File: config.mk
export PLATFORM = sky130hd
export DESIGN_NAME = uart_os_rx
export DESIGN_NICKNAME = d
export VERILOG_FILES = /design/src/rtl/uart_os_rx_pkg.sv /design/src/rtl/rx_line_filter.sv /design/src/rtl/rx_frame_fsm.sv /design/src/rtl/rx_handoff.sv /design/src/rtl/uart_os_rx.sv
export SDC_FILE = /design/constraint.sdc
export NUM_CORES = 1
export LEC_CHECK = 0
export CAP_MARGIN = 0
export CORE_UTILIZATION = 26
export CTS_CLUSTER_SIZE = 16
export DETAILED_ROUTE_END_ITERATION = 8
export MAX_ROUTING_LAYER = met4
export PLACE_DENSITY_LB_ADDON = 0.25
export SLEW_MARGIN = 20
export SYNTH_ARGS = -nofsm -noshare
export SYNTH_HDL_FRONTEND = slang
export SYNTH_SLANG_ARGS = --single-unit
File: constraint.sdc
create_clock -name clk_i -period 1.6 [get_ports clk_i]
set_input_delay 0.4 -clock clk_i [delete_from_list [all_inputs] [get_ports clk_i]]
set_output_delay 0.4 -clock clk_i [all_outputs]
set_load 0.01 [all_outputs]
File: src/rtl/uart_os_rx_pkg.sv
package uart_os_rx_pkg;
  typedef enum logic [1:0] {
    ST_IDLE  = 2'd0,
    ST_START = 2'd1,
    ST_DATA  = 2'd2,
    ST_STOP  = 2'd3
  } rx_state_e;
endpackage

File: src/rtl/rx_line_filter.sv
module rx_line_filter #(
  parameter int FILT_W = 2
) (
  input  logic clk_i,
  input  logic rst_ni,
  input  logic tick_i,
  input  logic rx_i,
  output logic line_o
);
  localparam logic [FILT_W-1:0] CNT_MAX = {FILT_W{1'b1}};

  logic [1:0]        sync_q;
  logic [FILT_W-1:0] cnt_q;
  logic              line_q;

  always_ff @(posedge clk_i or negedge rst_ni) begin
    if (!rst_ni) sync_q <= 2'b11;
    else         sync_q <= {sync_q[0], rx_i};
  end

  always_ff @(posedge clk_i or negedge rst_ni) begin
    if (!rst_ni) begin
      cnt_q <= CNT_MAX;
    end else if (tick_i) begin
      if (sync_q[1] && cnt_q != CNT_MAX)  cnt_q <= cnt_q + 1'b1;
      else if (!sync_q[1] && cnt_q != '0) cnt_q <= cnt_q - 1'b1;
    end
  end

  // hysteresis: only saturation moves the output
  always_ff @(posedge clk_i or negedge rst_ni) begin
    if (!rst_ni)               line_q <= 1'b1;
    else if (cnt_q == CNT_MAX) line_q <= 1'b1;
    else if (cnt_q == '0)      line_q <= 1'b0;
  end

  assign line_o = line_q;


  sat_high_chk: assert property (@(posedge clk_i) disable iff (!rst_ni)
    (tick_i && sync_q[1] && cnt_q == CNT_MAX) |=> cnt_q == CNT_MAX);

  sat_low_chk: assert property (@(posedge clk_i) disable iff (!rst_ni)
    (tick_i && !sync_q[1] && cnt_q == '0) |=> cnt_q == '0);
endmodule

File: src/rtl/rx_frame_fsm.sv
module rx_frame_fsm
  import uart_os_rx_pkg::*;
#(
  parameter int DATA_W      = 8,
  parameter int OVS         = 16,
  parameter int SAMPLE_TICK = 7
) (
  input  logic              clk_i,
  input  logic              rst_ni,
  input  logic              tick_i,
  input  logic              line_i,
  output logic              done_o,
  output logic              stop_ok_o,
  output logic [DATA_W-1:0] byte_o
);
  localparam int TCNT_W = $clog2(OVS);
  localparam int BCNT_W = $clog2(DATA_W);
  localparam logic [TCNT_W-1:0] T_SAMPLE = TCNT_W'(SAMPLE_TICK - 1);
  localparam logic [TCNT_W-1:0] T_LAST   = TCNT_W'(OVS - 1);
  localparam logic [BCNT_W-1:0] B_LAST   = BCNT_W'(DATA_W - 1);

  rx_state_e         state_q;
  logic [TCNT_W-1:0] tcnt_q;
  logic [BCNT_W-1:0] bcnt_q;
  logic [DATA_W-1:0] shift_q;
  logic              line_prev_q;
  logic              sample_hit;

  assign sample_hit = tick_i && tcnt_q == T_SAMPLE;

  always_ff @(posedge clk_i or negedge rst_ni) begin
    if (!rst_ni) line_prev_q <= 1'b1;
    else         line_prev_q <= line_i;
  end

  always_ff @(posedge clk_i or negedge rst_ni) begin
    if (!rst_ni) begin
      state_q <= ST_IDLE;
      tcnt_q  <= '0;
      bcnt_q  <= '0;
      shift_q <= '0;
    end else begin
      unique case (state_q)
        ST_IDLE: begin
          if (line_prev_q && !line_i) begin
            state_q <= ST_START;
            tcnt_q  <= '0;
          end
        end
        default: begin
          if (tick_i) begin
            tcnt_q <= (tcnt_q == T_LAST) ? '0 : tcnt_q + 1'b1;
            if (sample_hit && state_q == ST_DATA)
              shift_q <= {line_i, shift_q[DATA_W-1:1]};
            if (sample_hit && state_q == ST_START && line_i) begin
              state_q <= ST_IDLE; // false start
            end else if (sample_hit && state_q == ST_STOP) begin
              state_q <= ST_IDLE;
            end else if (tcnt_q == T_LAST) begin
              if (state_q == ST_START) begin
                state_q <= ST_DATA;
                bcnt_q  <= '0;
              end else if (state_q == ST_DATA) begin
                if (bcnt_q == B_LAST) state_q <= ST_STOP;
                else                  bcnt_q  <= bcnt_q + 1'b1;
              end
            end
          end
        end
      endcase
    end
  end

  assign done_o    = state_q == ST_STOP && sample_hit;
  assign stop_ok_o = line_i;
  assign byte_o    = shift_q;


  stop_entry_chk: assert property (@(posedge clk_i) disable iff (!rst_ni)
    $rose(state_q == ST_STOP) |-> $past(state_q == ST_DATA));

  start_entry_chk: assert property (@(posedge clk_i) disable iff (!rst_ni)
    $rose(state_q == ST_START) |-> $past(state_q == ST_IDLE));
endmodule

File: src/rtl/rx_handoff.sv
module rx_handoff #(
  parameter int DATA_W = 8
) (
  input  logic              clk_i,
  input  logic              rst_ni,
  input  logic              done_i,
  input  logic              stop_ok_i,
  input  logic [DATA_W-1:0] byte_i,
  input  logic              ack_i,
  input  logic              clr_i,
  output logic              req_o,
  output logic [DATA_W-1:0] data_o,
  output logic              frame_err_o,
  output logic              overrun_o
);
  logic [1:0]        ack_sync_q;
  logic              req_q, ferr_q, ovr_q;
  logic [DATA_W-1:0] data_q;
  logic              pending;

  assign pending = req_q ^ ack_sync_q[1];

  always_ff @(posedge clk_i or negedge rst_ni) begin
    if (!rst_ni) ack_sync_q <= '0;
    else         ack_sync_q <= {ack_sync_q[0], ack_i};
  end

  always_ff @(posedge clk_i or negedge rst_ni) begin
    if (!rst_ni) begin
      req_q  <= 1'b0;
      data_q <= '0;
      ferr_q <= 1'b0;
      ovr_q  <= 1'b0;
    end else begin
      if (clr_i) begin
        ferr_q <= 1'b0;
        ovr_q  <= 1'b0;
      end
      if (done_i) begin
        if (!stop_ok_i) ferr_q <= 1'b1;
        else if (pending) ovr_q <= 1'b1;
        else begin
          data_q <= byte_i;
          req_q  <= ~req_q;
        end
      end
    end
  end

  assign req_o       = req_q;
  assign data_o      = data_q;
  assign frame_err_o = ferr_q;
  assign overrun_o   = ovr_q;


  req_quiet_chk: assert property (@(posedge clk_i) disable iff (!rst_ni)
    !done_i |=> $stable(req_q));

  ovr_keep_chk: assert property (@(posedge clk_i) disable iff (!rst_ni)
    (done_i && pending) |=> ($stable(data_q) && $stable(req_q)));

  ferr_sticky_chk: assert property (@(posedge clk_i) disable iff (!rst_ni)
    (ferr_q && !clr_i) |=> ferr_q);

  ovr_sticky_chk: assert property (@(posedge clk_i) disable iff (!rst_ni)
    (ovr_q && !clr_i) |=> ovr_q);
endmodule

File: src/rtl/uart_os_rx.sv
module uart_os_rx #(
  parameter int DATA_W      = 8,
  parameter int OVS         = 16,
  parameter int SAMPLE_TICK = 7,
  parameter int FILT_W      = 2
) (
  input  logic              clk_i,
  input  logic              rst_ni,
  input  logic              tick_i,
  input  logic              rx_i,
  input  logic              ack_i,
  input  logic              clr_i,
  output logic              req_o,
  output logic [DATA_W-1:0] data_o,
  output logic              frame_err_o,
  output logic              overrun_o
);
  logic              line;
  logic              done;
  logic              stop_ok;
  logic [DATA_W-1:0] rx_byte;

  rx_line_filter #(.FILT_W(FILT_W)) i_filter (
    .clk_i (clk_i),
    .rst_ni(rst_ni),
    .tick_i(tick_i),
    .rx_i  (rx_i),
    .line_o(line)
  );

  rx_frame_fsm #(
    .DATA_W     (DATA_W),
    .OVS        (OVS),
    .SAMPLE_TICK(SAMPLE_TICK)
  ) i_fsm (
    .clk_i    (clk_i),
    .rst_ni   (rst_ni),
    .tick_i   (tick_i),
    .line_i   (line),
    .done_o   (done),
    .stop_ok_o(stop_ok),
    .byte_o   (rx_byte)
  );

  rx_handoff #(.DATA_W(DATA_W)) i_handoff (
    .clk_i      (clk_i),
    .rst_ni     (rst_ni),
    .done_i     (done),
    .stop_ok_i  (stop_ok),
    .byte_i     (rx_byte),
    .ack_i      (ack_i),
    .clr_i      (clr_i),
    .req_o      (req_o),
    .data_o     (data_o),
    .frame_err_o(frame_err_o),
    .overrun_o  (overrun_o)
  );
endmodule

== After elaboration in Yosys (flattened, before gate mapping) ==
Index checks and enable logic that the tools add are counted.

* Register bits after elaboration: 36
* Output and inout port bits: 11
* Logic and storage cells: 86

* Add/sub/neg operators: 4
* Equality and inequality tests: 10
* Mux-type cells: 27
* Bitwise operators: 6
* Reduce and logical (&&, ||, !) cells: 26

{| class="wikitable"
|+ Operator list
! operator !! count
|-
| $mux 2 || 11
|-
| $mux 4 || 4
|-
| $reduce_bool 2->1 || 5
|-
| $reduce_bool 5->1 || 2
|-
| $mux 1 || 9
|-
| $mux 3 || 3
|-
| $logic_and 1x1->1 || 8
|-
| $reduce_and 7->1 || 1
|-
| $eq 2x2->1 const B || 3
|-
| $reduce_and 3->1 || 2
|-
| $not 1->1 || 5
|-
| $reduce_and 5->1 || 1
|-
| $add 4x1->4 const B || 1
|-
| $eq 4x3->1 const B || 1
|-
| $eq 4x4->1 const B || 1
|-
| $logic_not 2->1 || 2
|-
| $ne 2x1->1 const B || 2
|-
| $reduce_and 2->1 || 2
|-
| $reduce_bool 4->1 || 1
|-
| $add 3x1->3 const B || 1
|-
| $eq 3x3->1 const B || 1
|-
| $add 2x1->2 const B || 1
|-
| $eq 2x1->1 const B || 1
|-
| $logic_not 1->1 || 2
|-
| 3 further kinds || 3
|}

== Longest topological paths before layout ==
Gate-level depths: netlist of run 1.

* Word-level depth: 9
* Depth in mapped cells: 7
* Mapped depth without buffers: 6

== Cells and area by module ==
A second synthesis of run 1 with hierarchy kept.

* Cell total of the unflattened synthesis: 134
* Area, all modules: 1701.6 µm²

{| class="wikitable"
|+ Modules (own cells, without submodules)
! module !! times used !! cells each !! area an instance (µm²) !! sequential area each (µm²)
|-
| rx_frame_fsm || 1 || 85 || 964.7 || 451.7
|-
| rx_handoff || 1 || 32 || 508.0 || 325.3
|-
| rx_line_filter || 1 || 17 || 229.0 || 131.4
|}

== Least setup slack after synthesis of run 1 ==
No wires, ideal clock.

* Path type: register -> register
* Start: register i_fsm.state_q[0]
* End: register i_fsm.shift_q[0], in the netlist i_fsm.byte_o[0]
* Library setup time: 0.125 ns
* Arrival time: 1.561 ns
* Path slack: -0.086 ns
* Stages on the path, launching flop included: 7
* Period minus slack after synthesis: 1.686 ns
* Cells stage by stage: dfrtp_1 inv_1 ha_1 and2b_2 and3_4 buf_6 mux2_4

* Cells in the longest elaborated chain, start to end: 3

{| class="wikitable"
|+ Ends and longest elaborated chain
! item !! line !! source
|-
| from (decl) || rx_frame_fsm.sv:22 || <nowiki>rx_state_e state_q;</nowiki>
|-
| from (signal assigned) || rx_frame_fsm.sv:38 || <nowiki>state_q <= ST_IDLE;</nowiki>
|-
| from (signal assigned) || rx_frame_fsm.sv:46 || <nowiki>state_q <= ST_START;</nowiki>
|-
| from (signal assigned) || rx_frame_fsm.sv:56 || <nowiki>state_q <= ST_IDLE;</nowiki>
|-
| $eq 2x2->1 / $logic_not 2->1 (equally long branches) || rx_frame_fsm.sv:53, rx_frame_fsm.sv:43 ||
|-
| $logic_and 1x1->1 / $not 1->1 (equally long branches) || - ||
|-
| $reduce_and 3->1 (no source line) * || - ||
|-
| to (signal assigned) || rx_frame_fsm.sv:54 || <nowiki>shift_q <= {line_i, shift_q[DATA_W-1:1]};</nowiki>
|-
| to (decl) || rx_frame_fsm.sv:25 || <nowiki>logic [DATA_W-1:0] shift_q;</nowiki>
|}

Every way passes the cells marked *; elsewhere a longest branch is shown, timed or not.
A chain may end at the register's enable or synchronous reset.

== Worst setup path after layout of run 1 ==
* Start: register i_fsm.tcnt_q[1]
* End: register i_fsm.state_q[0]

* Cells in the longest elaborated chain, start to end: 7

{| class="wikitable"
|+ Ends and longest elaborated chain
! item !! line !! source
|-
| from (decl) || rx_frame_fsm.sv:23 || <nowiki>logic [TCNT_W-1:0] tcnt_q;</nowiki>
|-
| from (signal assigned) || rx_frame_fsm.sv:52 || <nowiki>tcnt_q <= (tcnt_q == T_LAST) ? '0 : tcnt_q + 1'b1;</nowiki>
|-
| $eq 4x3->1 || rx_frame_fsm.sv:29 || <nowiki>assign sample_hit = tick_i && tcnt_q == T_SAMPLE;</nowiki>
|-
| $logic_and 1x1->1 || rx_frame_fsm.sv:29 ||
|-
| $logic_and 1x1->1 (on tied branches) || rx_frame_fsm.sv:57, rx_frame_fsm.sv:55 ||
|-
| $mux 2 / $logic_and 1x1->1 (equally long branches) || rx_frame_fsm.sv:57, rx_frame_fsm.sv:55 ||
|-
| $mux 2 || rx_frame_fsm.sv:55 || <nowiki>if (sample_hit && state_q == ST_START && line_i) begin</nowiki>
|-
| $mux 2 || rx_frame_fsm.sv:51 || <nowiki>if (tick_i) begin</nowiki>
|-
| $mux 2 || rx_frame_fsm.sv:43 || <nowiki>unique case (state_q)</nowiki>
|-
| to (signal assigned) || rx_frame_fsm.sv:46 ||
|-
| to (signal assigned) || rx_frame_fsm.sv:56 ||
|-
| to (signal assigned) || rx_frame_fsm.sv:58 || <nowiki>state_q <= ST_IDLE;</nowiki>
|}

Parallel ways exist; a longest one is shown, timed or not. The select of a mux whose other input is x is not followed.

==> summary.md, run 1 <==
| Metric | Value |
|---|---|
| Met3 Use GR | `0.0484` |
| Fin. Hold Viols | `0` |
| Failing checks | `negative setup slack` |
| Final setup vio count | `1` |
| First-pass GRT wire length | `5.24 mm` |
| CTS tree | `yes` |
| GRT met1 Usage | `0.114` |
| Synth area leaders | `dfrtp_1 45%, dfstp_2 9.4%, ha_1 8.9%, mux2_4 7.1%, mux2_2 6.0%` |
| Synth Cell Area | `0.00169 mm²` |
| Fmax | `619 MHz` |
| Combinational family with the most area after synthesis | `multiplexers` |
| Simple-gate share of the synthesized area | `0.100` |
| Status | `finished, violations left` |
| Setup WS pre-CTS | `-365 ps` |
| Final min period | `1620 ps` |
| Post-synth top cells | `30 x dfrtp_1, 12 x ha_1, 10 x o21ai_0` |
| Internal Power | `1970 µW` |
| Clock Power Share | `0.281` |
| Gpl congestion | `0.758` |
| Total power | `2790 µW` |
| Min-delay worst type | `flip-flop to flip-flop` |
| Synth Net Count | `148` |
| IO Pins | `17` |
| Iteration-0 DRC Markers | `32` |
| Fin nets | `186` |
| Overflow after GRT | `0` |
| Number of global-route vias before repair | `1,161` |
| Worst EP arrival | `1820 ps` |
| Multiplexer share of the synthesized area | `0.143` |
| Synth Area in Compound Gates | `0.0817` |
| Final Max Tran Viols | `0` |
| NetSw | `820 µW` |
| Worst EP required | `1810 ps` |
| TritonCTS sink count | `36` |
| Synth Area in XOR/XNOR | `0.0156` |
| Crit Path Max Fanout | `3` |
| Die Ht | `82.5 µm` |
| Fin area | `0.00223 mm²` |
| Synth Register Bits | `36` |
| Ant diodes | `0` |
| DIE AREA | `0.00681 mm²` |
| IO Port Bufs | `16` |
| Initial Utilization | `0.276` |
| Maximum VDD drop | `0.630 mV` |
| Placed cell area | `0.00205 mm²` |
| Root buf cell | `clkbuf_8` |
| Slowest stage cell, crit path | `dfrtp_1` |
| Post-synth top area share | `0.445` |
| R2R setup slack | `-20 ps` |
| Initial antenna violation count | `0` |
| P_leak | `0.00117 µW` |
| Synth unique cells | `33` |
| DR WL/cell | `12.7 µm` |
| Row Count | `28` |
| Clock skew | `8.42 ps` |
| Area Overhead vs Synth | `32.2%` |
| Final worst slack | `-15.2 ps` |
| Max stage delay on crit path | `410 ps` |
| Hpwl dp | `2.25 mm` |
| Worst Max-Slew Pin Slew | `449 ps` |
| Sw frac | `0.294` |
| Layer with the highest usage | `met2` |
| Worst skew pair latency | `290 ps` |
| Largest net degree at the start of global routing | `37` |
| Final WL | `3.11 mm` |
| Hold_ws | `351 ps` |
| ANT nets after route | `0` |
| CP Launch Type | `flip-flop` |
| Drt via density | `4.59` |
| Seq pwr share | `0.427` |
| H-tree Lvls | `2` |
| YS warnings | `0` |
| Worst Setup End Kind | `flip-flop` |
| GRT Overall Usage | `0.109` |
| Grt met2 use | `0.189` |
| Core Region | `0.00610 mm²` |
| Die width | `82.5 µm` |
| Avg Cell Area, Syn | `13.0 µm²` |
| Relative slew margins | `0.700` |
| Worst-path clk slew | `70 ps` |
| Post-synthesis sequential area ratio | `0.539` |
| Critical path class | `flip-flop to flip-flop` |
| Comb pwr share | `0.292` |
| Clock tree buffer depth | `2` |
| Post-synth ARST share | `1.00` |
| Layout cells sized above 1 | `0.373` |
| Max-cap violation count | `0` |
| Num CTS Buffers | `5` |
| Synth area leader | `dfrtp_1` |
| Via Count | `1,121` |
| Synth Area in Adders | `0.0891` |
| CP cell instances | `ha_4 > and4b_2 > buf_6 > a21o_4 > o211ai_1 > mux2i_1` |
| Syn Inst Count | `130` |
| Setup repair after global routing missed its margin | `true` |
| Residual DRC | `0` |
| Top-count cell post-synth | `dfrtp_1` |
| Main synth FF type | `dfrtp_1` |
| Power Density | `1250 mW/mm²` |
| Crit share post-route | `1.01` |
| Post-synth EDFFs | `0` |
| Drt first pass iters | `4` |
==> sequential cells by signal, indices dropped and copies added (netlist names) <==
register and count:
i_filter.line_o 1, i_handoff.overrun_o 1, i_fsm.line_prev_q 1, i_filter.cnt_q 2, i_fsm.byte_o 8, i_handoff.frame_err_o 1
i_filter.sync_q 2, i_handoff.ack_sync_q 2, i_fsm.tcnt_q 4, i_fsm.bcnt_q 3, i_handoff.req_o 1, i_fsm.state_q 2
i_handoff.data_o 8
==> critical path: cells and delay by family (launching register included) <==
| kind | cells | cell delay, ps |
|---|---|---|
| compound gates | 2 | 370 |
| fa+ha+maj | 1 | 170 |
| buf+inv | 1 | 120 |
| flops | 1 | 410 |
| mux | 1 | 210 |
| simple gates | 1 | 240 |
==> power by group through the flow <==
stage               combinational (µW)  sequential (µW)  clock, µW
global placement                   702             1190          0
floorplan                          432             1180          0
finish                             813             1190        784
CTS                                733             1180        815
detailed placement                 720             1190          0
global route                       929             1210        859
==> stage by stage <==
step                utilization  cells  setup TNS, ps
global placement          0.337    234          -6560
floorplan                     -    130          -95.2
CTS                       0.355    242          -78.4
detailed placement        0.337    234          -7300
finish                    0.366    244          -15.2
global route              0.366    244          -1630
==> cells in the final DEF, fill, tap and decap left out, types with 2 or more instances in the layout <==
| cell type | n |
|---|---|
| a21o_1 | 2 |
| a31oi_1 | 2 |
| buf_4 | 15 |
| clkbuf_8 | 5 |
| clkdlybuf4s50_1 | 4 |
| dfrtp_1 | 29 |
| dfstp_2 | 6 |
| dlygate4sd2_1 | 6 |
| dlymetal6s2s_1 | 6 |
| ha_1 | 9 |
| ha_4 | 2 |
| inv_1 | 5 |
| inv_2 | 3 |
| mux2_2 | 9 |
| mux2_4 | 8 |
| mux2i_1 | 2 |
| nand2_1 | 9 |
| nand2b_1 | 2 |
| nor2_1 | 3 |
| nor3_1 | 3 |
| o21ai_0 | 9 |
| o22ai_1 | 2 |
| xnor2_1 | 3 |
==> worst paths after layout <==
check                                        start                      end  depth (start not counted)
max in group asynchronous                   rst_ni        i_filter.cnt_q[1]                          2
setup / recovery                   i_fsm.tcnt_q[1]         i_fsm.state_q[0]                          6
setup reg to reg                   i_fsm.tcnt_q[1]         i_fsm.state_q[0]                          6
hold / removal             i_handoff.ack_sync_q[0]  i_handoff.ack_sync_q[1]                          0
min in group asynchronous                   rst_ni          i_fsm.byte_o[0]                          2
hold reg to reg            i_handoff.ack_sync_q[0]  i_handoff.ack_sync_q[1]                          0
==> layout make-up <==
type,count,area (µm²)
Fill cell,620,3870
Sequential cell,36,910
Multi-Input combinational cell,84,772
Timing Repair Buffer,33,312
Tap cell,75,93.8
Clock buffer,5,68.8
Clock inverter,3,42.5
Inverter,8,30.0
==> kinds of logic after synthesis <==
kind of cell | count (synthesis)
adders and majority gates | 12
xor gates and xnor gates | 3
DFF | 36
AOI/OAI and AO/OA | 22
muxes | 19
buffers and inverters | 10
and+or+nand+nor | 28
==> layer usage <==
layer	routed length, µm	vias to the layer above
met4	19	0
met3	180	2
met5	0	-
met1	1350	561
met2	1560	23
li1	-	535
==> repair_timing <==
item,4_1_cts,5_1_grt
buffers inserted,0,2
setup endpoints to repair,26,30
resized for setup,9,14
pin swaps,4,4
hold buffers,0,0
Power figures use the tool's default switching activity.
==> run 2: changes to the inputs <==
--- a/config.mk
+++ b/config.mk
@@ -11,6 +11,7 @@
 export DETAILED_ROUTE_END_ITERATION = 8
 export MAX_ROUTING_LAYER = met4
 export PLACE_DENSITY_LB_ADDON = 0.25
+export REMOVE_ABC_BUFFERS = 1
 export SLEW_MARGIN = 20
 export SYNTH_ARGS = -nofsm -noshare
 export SYNTH_HDL_FRONTEND = slang
==> run 2 against run 1 <==
The run still ends with negative setup slack left. Highest routed layer unchanged. Die area stayed put. Combinational power is 3.3% higher. Core utilization hardly changed.
==> summary.md, run 2 (synthesis results as in run 1) <==
| Metric | Value |
|---|---|
| Status | `finished, violations left` |
| Failing checks | `negative setup slack` |
| Crit Path Max Fanout | `3` |
| Layout cells sized above 1 | `0.371` |
| Family with the most delay on the worst path | `flip-flops` |
| Fmax | `615 MHz` |
| Residual DRC | `0` |
| Number of global-route vias before repair | `1,212` |
| CP Launch Type | `flip-flop` |
| Worst Max-Slew Pin Slew | `327 ps` |
| Seq pwr share | `0.440` |
| Via Count | `1,108` |
| # hold bufs at CTS | `0` |
| Worst EP required | `1800 ps` |
| Clock tree buffer depth | `2` |
| Commonest non-fill, non-tap cell in the layout | `dfrtp_1` |
| Relative slew margins | `0.780` |
| Iteration-0 DRC Markers | `28` |
| Instance count on the critical path | `6` |
| Placed cell area | `0.00205 mm²` |
| H-tree Lvls | `2` |
| Area Overhead vs Synth | `32.1%` |
| Internal Power | `1870 µW` |
| Power Density | `1210 mW/mm²` |
| Die Ht | `82.5 µm` |
| CP cell instances | `ha_4 > and4b_2 > buf_6 > a21o_4 > o211ai_1 > mux2i_1` |
| IO Port Bufs | `16` |
| ANT nets after route | `0` |
| Setup_tns | `-27.1 ps` |
| Slowest stage cell, crit path | `dfrtp_1` |
| Cells on Worst Hold Path | `0` |
| Row Count | `28` |
| Buf/Inv on CP | `1` |
| Crit share post-route | `1.02` |
| Fin. Hold Viols | `0` |
| Final worst slack | `-26.2 ps` |
| TritonCTS sink count | `36` |
| Setup repair after global routing missed its margin | `true` |
| NetSw | `816 µW` |
| Largest net degree at the start of global routing | `37` |
| First-pass GRT wire length | `5.56 mm` |
| CTS tree | `yes` |
| DR WL/cell | `12.5 µm` |
| Initial Utilization | `0.276` |
| Final WL | `3.05 mm` |
| Overflow after GRT | `0` |
| P_leak | `0.00120 µW` |
| Final setup vio count | `2` |
| Critical path class | `flip-flop to flip-flop` |
| Max stage delay on crit path | `410 ps` |
| Fin area | `0.00223 mm²` |
| Root buf cell | `clkbuf_8` |
| Num CTS Buffers | `5` |
| Ant diodes | `0` |
| Die width | `82.5 µm` |
| Final min period | `1630 ps` |
| Worst-path clk slew | `70 ps` |
| Worst skew pair latency | `280 ps` |
| Hold endpoint | `i_handoff.ack_sync_q[1]` |
| GRT Overall Usage | `0.111` |
| Max-cap violation count | `0` |
| Hpwl dp | `2.19 mm` |
| Worst reg2reg startpoint | `i_fsm.tcnt_q[1]` |
| Clock Power Share | `0.247` |
| Clock skew | `3.21 ps` |
| Worst EP arrival | `1830 ps` |
| Most frequent cells in the layout | `29 x dfrtp_1, 16 x buf_4, 9 x mux2_2, 9 x ha_1, 9 x dlymetal6s2s_1` |
| Reg2Reg Depth | `6` |
| Core Region | `0.00610 mm²` |
| R2R setup slack | `-30 ps` |
| Min-delay worst type | `flip-flop to flip-flop` |
| Drt via density | `4.52` |
| Final Max Tran Viols | `0` |
| Drt first pass iters | `4` |
| Sw frac | `0.304` |
| IO Pins | `17` |
| Gpl congestion | `0.738` |
| Hold wc startpoint | `i_handoff.ack_sync_q[0]` |
| Cell count after placement | `235` |
| Initial antenna violation count | `0` |
| Fin nets | `187` |
| DIE AREA | `0.00681 mm²` |
| Reg2reg end | `i_fsm.state_q[0]` |
| Worst Setup End Kind | `flip-flop` |
| Comb pwr share | `0.313` |
| Final Non-Filler Cells | `245` |
| Maximum VDD drop | `0.668 mV` |
## run 2: cell types whose count changed in the layout (fill, tap and decap cells not counted), moves of 2 or more
| cell | previous run | this run |
|---|---|---|
| o21ai_0 | 9 | 7 |
| dlymetal6s2s_1 | 6 | 9 |
| dlygate4sd2_1 | 6 | 2 |
| inv_1 | 5 | 7 |
| o21ai_1 | 1 | 3 |
| inv_2 | 3 | 1 |
## run 2: power by group through the flow
| stage | Sequential, µW | Clock [µW] | Combinational, µW |
|---|---|---|---|
| after detailed placement | 1190 | 0 | 719 |
| after global routing | 1200 | 727 | 955 |
| after global placement | 1180 | 0 | 697 |
| after floorplan | 1170 | 0 | 407 |
| after CTS | 1170 | 692 | 807 |
| final | 1180 | 663 | 840 |
## run 2: layout make-up
| type | instances | area (µm²) |
|---|---|---|
| clock inverters | 1 | 7.51 |
| well taps | 75 | 93.8 |
| multi-input cells | 84 | 768 |
| inverters | 8 | 30.0 |
| flip-flops and latches | 36 | 910 |
| clock buffers | 7 | 86.3 |
| repair buffers | 34 | 332 |
| fillers | 607 | 3870 |
## run 2: worst max path at each step
stage	from	end	slack, ps
2_1_floorplan	i_fsm.tcnt_q[0]	i_fsm.byte_o[0]	-60
3_3_place_gp	tick_i	i_handoff.data_o[1]	-300
3_5_place_dp	tick_i	i_handoff.data_o[5]	-350
4_1_cts	i_fsm.tcnt_q[1]	i_fsm.state_q[0]	-50
5_1_grt	i_fsm.tcnt_q[1]	i_fsm.state_q[0]	-90
6_report	i_fsm.tcnt_q[1]	i_fsm.state_q[0]	-30
## run 2: stage by stage
stage | utilization | setup WS [ps] | total power (µW) | hold slack, ps
finish | 0.365 | -26.2 | 2680 | 352
global route | 0.365 | -87.7 | 2890 | 366
CTS | 0.359 | -45.7 | 2670 | 355
floorplan | - | -61.2 | 1580 | 104
detailed placement | 0.336 | -348 | 1910 | 338
global placement | 0.336 | -298 | 1880 | 336
## run 2: layer usage
layer | GRT usage | share of wire | vias up
met1 | 0.135 | 0.46 | 556
met4 | 0.0259 | 0.0062 | 0
met2 | 0.185 | 0.49 | 16
li1 | - | - | 533
met5 | - | 0 | -
met3 | 0.0297 | 0.039 | 3
## run 2: timing repair
| item | CTS | global route |
|---|---|---|
| setup buffers | 2 | 0 |
| gates resized for setup | 10 | 17 |
| endpoints found under the setup margin | 23 | 34 |
| pin swaps | 6 | 3 |
| cloned | 0 | 0 |
